`src/rtl/sbs_pkg.sv`:
```
package sbs_pkg;
  typedef enum logic [2:0] {
    CMD_NOP = 3'd0,
    CMD_ACT = 3'd1,
    CMD_PRE = 3'd2,
    CMD_RD  = 3'd3,
    CMD_WR  = 3'd4
  } cmd_e;

  typedef enum logic [1:0] {
    CLS_NONE     = 2'd0,
    CLS_HIT      = 2'd1,
    CLS_CLOSED   = 2'd2,
    CLS_CONFLICT = 2'd3
  } cls_e;
endpackage

```
`src/rtl/sbs_row_table.sv`:
```
module sbs_row_table #(
  parameter int BANK_W = 3,
  parameter int ROW_W  = 14,
  localparam int BANKS = 1 << BANK_W
) (
  input  logic              clk,
  input  logic              rst_n,
  input  logic [BANK_W-1:0] look_bank,
  input  logic [ROW_W-1:0]  look_row,
  output logic              look_open,
  output logic              look_match,
  input  logic              act_en,
  input  logic [BANK_W-1:0] act_bank,
  input  logic [ROW_W-1:0]  act_row,
  input  logic              pre_en,
  input  logic [BANK_W-1:0] pre_bank,
  output logic [BANKS-1:0]  bank_open
);
  logic [ROW_W-1:0] rows [BANKS];

  for (genvar b = 0; b < BANKS; b++) begin : g_bank
    logic set_b, clr_b, vld_d;
    logic [ROW_W-1:0] row_d;

    always_comb begin
      set_b = act_en && (act_bank == BANK_W'(b));
      clr_b = pre_en && (pre_bank == BANK_W'(b));
      vld_d = set_b ? 1'b1 : (clr_b ? 1'b0 : bank_open[b]);
      row_d = set_b ? act_row : rows[b];
    end

    always_ff @(posedge clk or negedge rst_n) begin
      if (!rst_n) begin
        bank_open[b] <= 1'b0;
        rows[b]      <= '0;
      end else begin
        bank_open[b] <= vld_d;
        if (set_b) rows[b] <= row_d;
      end
    end
  end

  always_comb begin
    look_open  = bank_open[look_bank];
    look_match = look_open && (rows[look_bank] == look_row);
  end

  assert_act_opens_R4: assert property (@(posedge clk) disable iff (!rst_n)
    act_en |=> bank_open[$past(act_bank)]);
  assert_pre_closes_R5: assert property (@(posedge clk) disable iff (!rst_n)
    (pre_en && !act_en) |=> !bank_open[$past(pre_bank)]);
endmodule

```
`src/rtl/sbs_timer.sv`:
```
module sbs_timer #(
  parameter int CNT_W = 8
) (
  input  logic             clk,
  input  logic             rst_n,
  input  logic             load,
  input  logic [CNT_W-1:0] load_val,
  output logic             zero
);
  logic [CNT_W-1:0] cnt_q, cnt_d;

  always_comb begin
    if (load)            cnt_d = load_val;
    else if (cnt_q != 0) cnt_d = cnt_q - 1'b1;
    else                 cnt_d = cnt_q;
  end

  always_ff @(posedge clk or negedge rst_n) begin
    if (!rst_n) cnt_q <= '0;
    else        cnt_q <= cnt_d;
  end

  assign zero = (cnt_q == '0);
endmodule

```
`src/rtl/sdram_bank_seq.sv`:
```
module sdram_bank_seq
  import sbs_pkg::*;
#(
  parameter int BANK_W    = 3,
  parameter int ROW_W     = 14,
  parameter int COL_W     = 10,
  parameter int T_RP      = 3,
  parameter int T_RCD     = 3,
  parameter int BURST_LEN = 8,
  parameter int WAKE_CYC  = 200,
  localparam int ADDR_W   = BANK_W + ROW_W + COL_W,
  localparam int CA_W     = (ROW_W > COL_W) ? ROW_W : COL_W
) (
  input  logic              clk,
  input  logic              rst_n,
  input  logic              req_valid,
  input  logic              req_write,
  input  logic [ADDR_W-1:0] req_addr,
  output logic              req_ready,
  input  logic              pd_req,
  output logic              asleep,
  output logic [2:0]        cmd,
  output logic [BANK_W-1:0] cmd_bank,
  output logic [CA_W-1:0]   cmd_addr,
  output logic              data_strobe,
  output logic [1:0]        class_code
);
  localparam int BANKS = 1 << BANK_W;
  localparam int CNT_W = $clog2(WAKE_CYC + BURST_LEN + T_RP + T_RCD);

  typedef enum logic [3:0] {
    S_IDLE, S_PRE, S_TRP, S_ACT, S_TRCD, S_COL, S_BURST, S_PD, S_WAKE
  } state_e;

  state_e            st_q, st_d;
  logic [BANK_W-1:0] bank_q;
  logic [ROW_W-1:0]  row_q;
  logic [COL_W-1:0]  col_q;
  logic              wr_q;
  cls_e              cls_q, cls_d;
  logic [BANK_W-1:0] in_bank;
  logic [ROW_W-1:0]  in_row;
  logic [COL_W-1:0]  in_col;
  logic              look_open, look_match, accept;
  logic [BANKS-1:0]  bank_open;
  logic              tm_load, tm_zero;
  logic [CNT_W-1:0]  tm_val;
  cmd_e              cmd_c;

  assign in_bank = req_addr[ADDR_W-1 -: BANK_W];
  assign in_row  = req_addr[COL_W +: ROW_W];
  assign in_col  = req_addr[COL_W-1:0];
  assign accept  = req_ready && req_valid;

  sbs_row_table #(.BANK_W(BANK_W), .ROW_W(ROW_W)) u_rows (
    .clk(clk), .rst_n(rst_n),
    .look_bank(in_bank), .look_row(in_row),
    .look_open(look_open), .look_match(look_match),
    .act_en(st_q == S_ACT), .act_bank(bank_q), .act_row(row_q),
    .pre_en(st_q == S_PRE), .pre_bank(bank_q),
    .bank_open(bank_open)
  );

  sbs_timer #(.CNT_W(CNT_W)) u_timer (
    .clk(clk), .rst_n(rst_n), .load(tm_load), .load_val(tm_val), .zero(tm_zero)
  );

  // next-state
  always_comb begin
    st_d    = st_q;
    cls_d   = CLS_NONE;
    tm_load = 1'b0;
    tm_val  = '0;
    unique case (st_q)
      S_IDLE:
        if (pd_req) st_d = S_PD;
        else if (req_valid) begin
          if (!look_open) begin
            st_d = S_ACT; cls_d = CLS_CLOSED;
          end else if (look_match) begin
            st_d = S_COL; cls_d = CLS_HIT;
          end else begin
            st_d = S_PRE; cls_d = CLS_CONFLICT;
          end
        end
      S_PRE:   begin st_d = S_TRP;  tm_load = 1'b1; tm_val = CNT_W'(T_RP - 2);  end
      S_TRP:   if (tm_zero) st_d = S_ACT;
      S_ACT:   begin st_d = S_TRCD; tm_load = 1'b1; tm_val = CNT_W'(T_RCD - 2); end
      S_TRCD:  if (tm_zero) st_d = S_COL;
      S_COL:   begin st_d = S_BURST; tm_load = 1'b1; tm_val = CNT_W'(BURST_LEN - 1); end
      S_BURST: if (tm_zero) st_d = S_IDLE;
      S_PD:
        if (!pd_req) begin
          st_d = S_WAKE; tm_load = 1'b1; tm_val = CNT_W'(WAKE_CYC - 1);
        end
      S_WAKE:  if (tm_zero) st_d = S_IDLE;
      default: st_d = S_IDLE;
    endcase
  end

  // registers
  always_ff @(posedge clk or negedge rst_n) begin
    if (!rst_n) begin
      st_q  <= S_IDLE;
      cls_q <= CLS_NONE;
    end else begin
      st_q  <= st_d;
      cls_q <= cls_d;
    end
  end

  always_ff @(posedge clk or negedge rst_n) begin
    if (!rst_n) begin
      bank_q <= '0;
      row_q  <= '0;
      col_q  <= '0;
      wr_q   <= 1'b0;
    end else if (accept) begin
      bank_q <= in_bank;
      row_q  <= in_row;
      col_q  <= in_col;
      wr_q   <= req_write;
    end
  end

  // outputs
  always_comb begin
    cmd_c    = CMD_NOP;
    cmd_addr = '0;
    unique case (st_q)
      S_PRE: cmd_c = CMD_PRE;
      S_ACT: begin cmd_c = CMD_ACT; cmd_addr = CA_W'(row_q); end
      S_COL: begin cmd_c = wr_q ? CMD_WR : CMD_RD; cmd_addr = CA_W'(col_q); end
      default: cmd_c = CMD_NOP;
    endcase
  end

  assign cmd         = cmd_c;
  assign cmd_bank    = bank_q;
  assign data_strobe = (st_q == S_BURST);
  assign req_ready   = (st_q == S_IDLE) && !pd_req;
  assign asleep      = (st_q == S_PD) || (st_q == S_WAKE);
  assign class_code  = cls_q;

  assert_nop_gap_R6: assert property (@(posedge clk) disable iff (!rst_n)
    (cmd != CMD_NOP) |=> (cmd == CMD_NOP));
  assert_quiet_asleep_R9: assert property (@(posedge clk) disable iff (!rst_n)
    asleep |-> (cmd == CMD_NOP) && !req_ready);
  assert_strobe_after_col_R7: assert property (@(posedge clk) disable iff (!rst_n)
    $rose(data_strobe) |-> ($past(cmd) == CMD_RD || $past(cmd) == CMD_WR));
  assert_class_with_cmd_R10: assert property (@(posedge clk) disable iff (!rst_n)
    (class_code != CLS_NONE) |-> (cmd != CMD_NOP));
  assert_ready_not_busy_R8: assert property (@(posedge clk) disable iff (!rst_n)
    req_ready |-> !data_strobe && (cmd == CMD_NOP));
  assert_hit_needs_open_R3: assert property (@(posedge clk) disable iff (!rst_n)
    (class_code == CLS_HIT) |-> bank_open[cmd_bank]);
endmodule

```
`config.mk`:
```
export PLATFORM = sky130hd
export DESIGN_NAME = sdram_bank_seq
export DESIGN_NICKNAME = d
export VERILOG_FILES = /design/src/rtl/sbs_pkg.sv /design/src/rtl/sbs_row_table.sv /design/src/rtl/sbs_timer.sv /design/src/rtl/sdram_bank_seq.sv
export SDC_FILE = /design/constraint.sdc
export NUM_CORES = 1
export LEC_CHECK = 0
export ABC_AREA = 1
export BUFFER_PORTS_ARGS = -buffer_cell sky130_fd_sc_hd__buf_2
export CORE_UTILIZATION = 37
export DETAILED_ROUTE_END_ITERATION = 16
export GPL_TIMING_DRIVEN = 0
export SLEW_MARGIN = 20
export SYNTH_ARGS = -nofsm -noshare
export SYNTH_HDL_FRONTEND = slang
export SYNTH_SLANG_ARGS = --single-unit
export TNS_END_PERCENT = 5
```
`constraint.sdc`:
```
create_clock -name clk -period 1.6 [get_ports clk]
set_clock_uncertainty 0.1 [all_clocks]
set_input_delay 0.08 -clock clk [delete_from_list [all_inputs] [get_ports clk]]
set_output_delay 0.08 -clock clk [all_outputs]
set_load 0.02 [all_outputs]
```
==> flow_summary.yaml <==
sta:
  grt_setup_unrepaired: "yes"
  final-setup-viol-count: 153
  fmax_ghz: 0.520
  hold_viol: 0
  worst_pin_slew_ns: 0.614
  period_needed_ns: 1.92
  tns_ns: -27.07
  period_share_pct: 120
  slew_viol_final: 0
  fin_ws_ns: -0.322
  relSlewSlack_pct: 59.0
  hold_slack_ns: 0.0598
min_path:
  min_path_cells: 5
  hold_class: "primary input to flip-flop"
  min_from: "req_valid"
  whs_endpoint: "cmd_bank[2]"
logic_synthesis:
  yosysTopAreaCell: "dfrtp_1"
  synth-edff-count: 0
  ys_top_cells_by_count: "nand2_1, dfrtp_1, o21ai_0"
  yosysSeqAreaShare_pct: 50.5
  syn_inst: 1066
  synth_cell_type_count: 27
  syn_area_mm2: 0.00803
  syn_nets: 1100
  ys_async_sr_fraction_pct: 100
  synth_top_cell_area_share_pct: 50.5
  synth-main-ff-cell: "dfrtp_1"
  yosysMostFrequentCell: "nand2_1"
  yosys_warnings: 0
  synth_area_per_cell_um2: 7.53
  synth_area_leaders: "dfrtp_1, nand2_1, o21ai_0"
  synth-seq-cells: 162
finish:
  nets: 1223
  post-route-util_pct: 49.6
  area_growth_pct: 30.8
  antenna_cells: 0
  final_area_mm2: 0.0105
  drive_gt1_share_pct: 22.7
clock_network:
  clk_pin_slew_ns: 0.06
  cts_root_buf: "clkbuf_16"
  cts_tree: "done"
  clockBufferDepth: 2
  cts-buffers-inserted: 17
  clock_latency_ns: 0.43
  htreeDepth: 4
  cts_sinks: 162
floorplanning:
  dieArea_mm2: 0.0223
  core-area_mm2: 0.0212
  row_count: 53
  fp.dieW_um: 149
  start_util_pct: 37.9
  io_pins: 57
  die_h_um: 149
drt:
  wl_um: 26100
  drcViolationCount: 0
  final_antenna_net_count: 0
  drt_first_pass_iters: 5
  viasPerCell: 5.04
  wl_per_cell_um: 17.7
  vias: 7443
  first_iter_violations: 612
setup_path:
  r2r-end: "u_rows.rows[68]"
  r2r-start: "st_q[0]"
  end_kind: "output port"
  cp.required_ns: 1.42
  cp_max_fo: 5
  critPathKind: "flip-flop to output port"
  cp-start-kind: "flip-flop"
  r2r_setup_slack_ns: -0.32
  crit_arrival_ns: 1.74
  rr_worst_depth: 11
global_routing:
  grt_max_degree: 93
  grt_pass1_wl_um: 39600
  grt_pass1_vias: 6932
  antenna_found_initial: 0
  globalRoute.totalOverflow: 0
  grt_usage_pct: 24.1
power:
  powerDensity_mw_per_mm2: 1600
  power.internal_mw: 10.5
  p_leak_nw: 5.21
  total_power_mw: 16.8
  power_frac_clock_pct: 27.5
  p_seq_share_pct: 37.1
  netSwitchingPower_mw: 6.27
  p_comb_share_pct: 35.4
  peakVddDrop_mv: 0.844
  switching_share_pct: 37.3
placed_design:
  portBuffers: 53
  gp_congestion: 0.867
  dpl_cell_area_mm2: 0.00872
  dp_hpwl_um: 17600
run_status:
  status: "complete, but fails checks"
  violations: "negative setup slack"
job:
  max_cap_viol_count: 0
worst max-delay path, stage by stage, from the launching register on:
cell     delay (ns)
dfrtp_1        0.41
inv_2          0.08
nor2_4         0.11
nand2_2        0.08
nor2_4         0.18
buf_8          0.15
nand2_1        0.05
o21ai_1        0.08
buf_4          0.17
metal layers:
metal / share of wire (%) / track usage, % / vias to the layer above
met5: 0 / 0 / -
met4: 1.7 / 8.42 / 0
met2: 49 / 38.5 / 236
met3: 5.2 / 3.73 / 31
li1: - / - / 3574
met1: 45 / 33.1 / 3602
cell usage in the layout, fill, tap and decap left out, types with 3 or more instances in the layout:
cell and count:
mux2_2 10, xor2_1 3, clkbuf_8 8, inv_6 3
nor3_1 3, inv_1 139, buf_8 7, dfrtp_1 161
nor2_1 36, buf_6 24, a21oi_1 8, clkbuf_4 5
o21ai_1 50, clkbuf_16 21, buf_2 48, dlygate4sd3_1 27
o21ai_0 84, o21ai_2 23, nor2_4 9, nor2_2 13
buf_4 34, nand3_2 15, nand2_2 21, nand3_1 74
inv_2 7, nand2_4 5, nand2_1 334, bufinv_16 5
worst max path at each step:
stage	from	endpoint	slack, ns	cells after the start
after global placement	rst_n	u_rows.rows[97]	-2.34	1
after CTS	st_q[0]	cmd_addr[5]	-0.35	8
after global routing	st_q[0]	cmd_addr[5]	-0.40	8
final	st_q[0]	cmd_addr[5]	-0.32	8
after floorplan	st_q[2]	u_rows.rows[64]	-0.14	11
after detailed placement	req_addr[25]	st_q[2]	-0.67	17
what timing repair did:
| item | in CTS | in global routing |
|---|---|---|
| endpoints found under the setup margin | 171 | 182 |
| gates cloned | 1 | 5 |
| pin swaps | 7 | 12 |
| resized for setup | 120 | 160 |
| hold endpoints to repair | 98 | 0 |
| hold buffers | 27 | 0 |
| setup buffers | 7 | 10 |
through the flow:
| step | setup slack [ns] | instances |
|---|---|---|
| final | -0.322 | 1477 |
| after global routing | -0.400 | 1477 |
| after CTS | -0.346 | 1462 |
| after detailed placement | -0.666 | 1395 |
| after global placement | -2.34 | 1394 |
| after floorplan | -0.138 | 1066 |
logic make-up after synthesis:
logic type      synth area share, %
compound gates                 10.6
xor+xnor                      0.546
fa+ha+maj                     0.312
buf+inv                        10.8
flops                          50.5
mux                            1.40
simple gates                   25.8
final cells by class:
type                            instances  area [µm²]
Inverter                              148         561
Clock buffer                           21         470
Sequential cell                       162        4060
Multi-Input combinational cell        702        3490
Timing Repair Buffer                  104         882
Tap cell                              275         344
Clock inverter                         11         196
Buffer                                 54         507
Fill cell                            1991       10700
registers in the layout, summed over array words and instances, names as in the netlist:
| name | flops |
|---|---|
| class_code | 2 |
| cmd_bank | 3 |
| col_q | 10 |
| row_q | 14 |
| st_q | 4 |
| u_rows.bank_open | 8 |
| u_rows.rows | 112 |
| u_timer.cnt_q | 8 |
| wr_q | 1 |
power by group through the flow:
stage | sequential (mW) | clock (mW) | combinational, mW
floorplan | 6.09 | 0 | 3.29
global placement | 6.18 | 0 | 4.73
detailed placement | 6.20 | 0 | 4.80
CTS | 6.15 | 4.68 | 5.34
global route | 6.38 | 4.83 | 6.62
finish | 6.23 | 4.62 | 5.95
No activity file was read; power rests on OpenSTA's default activity.
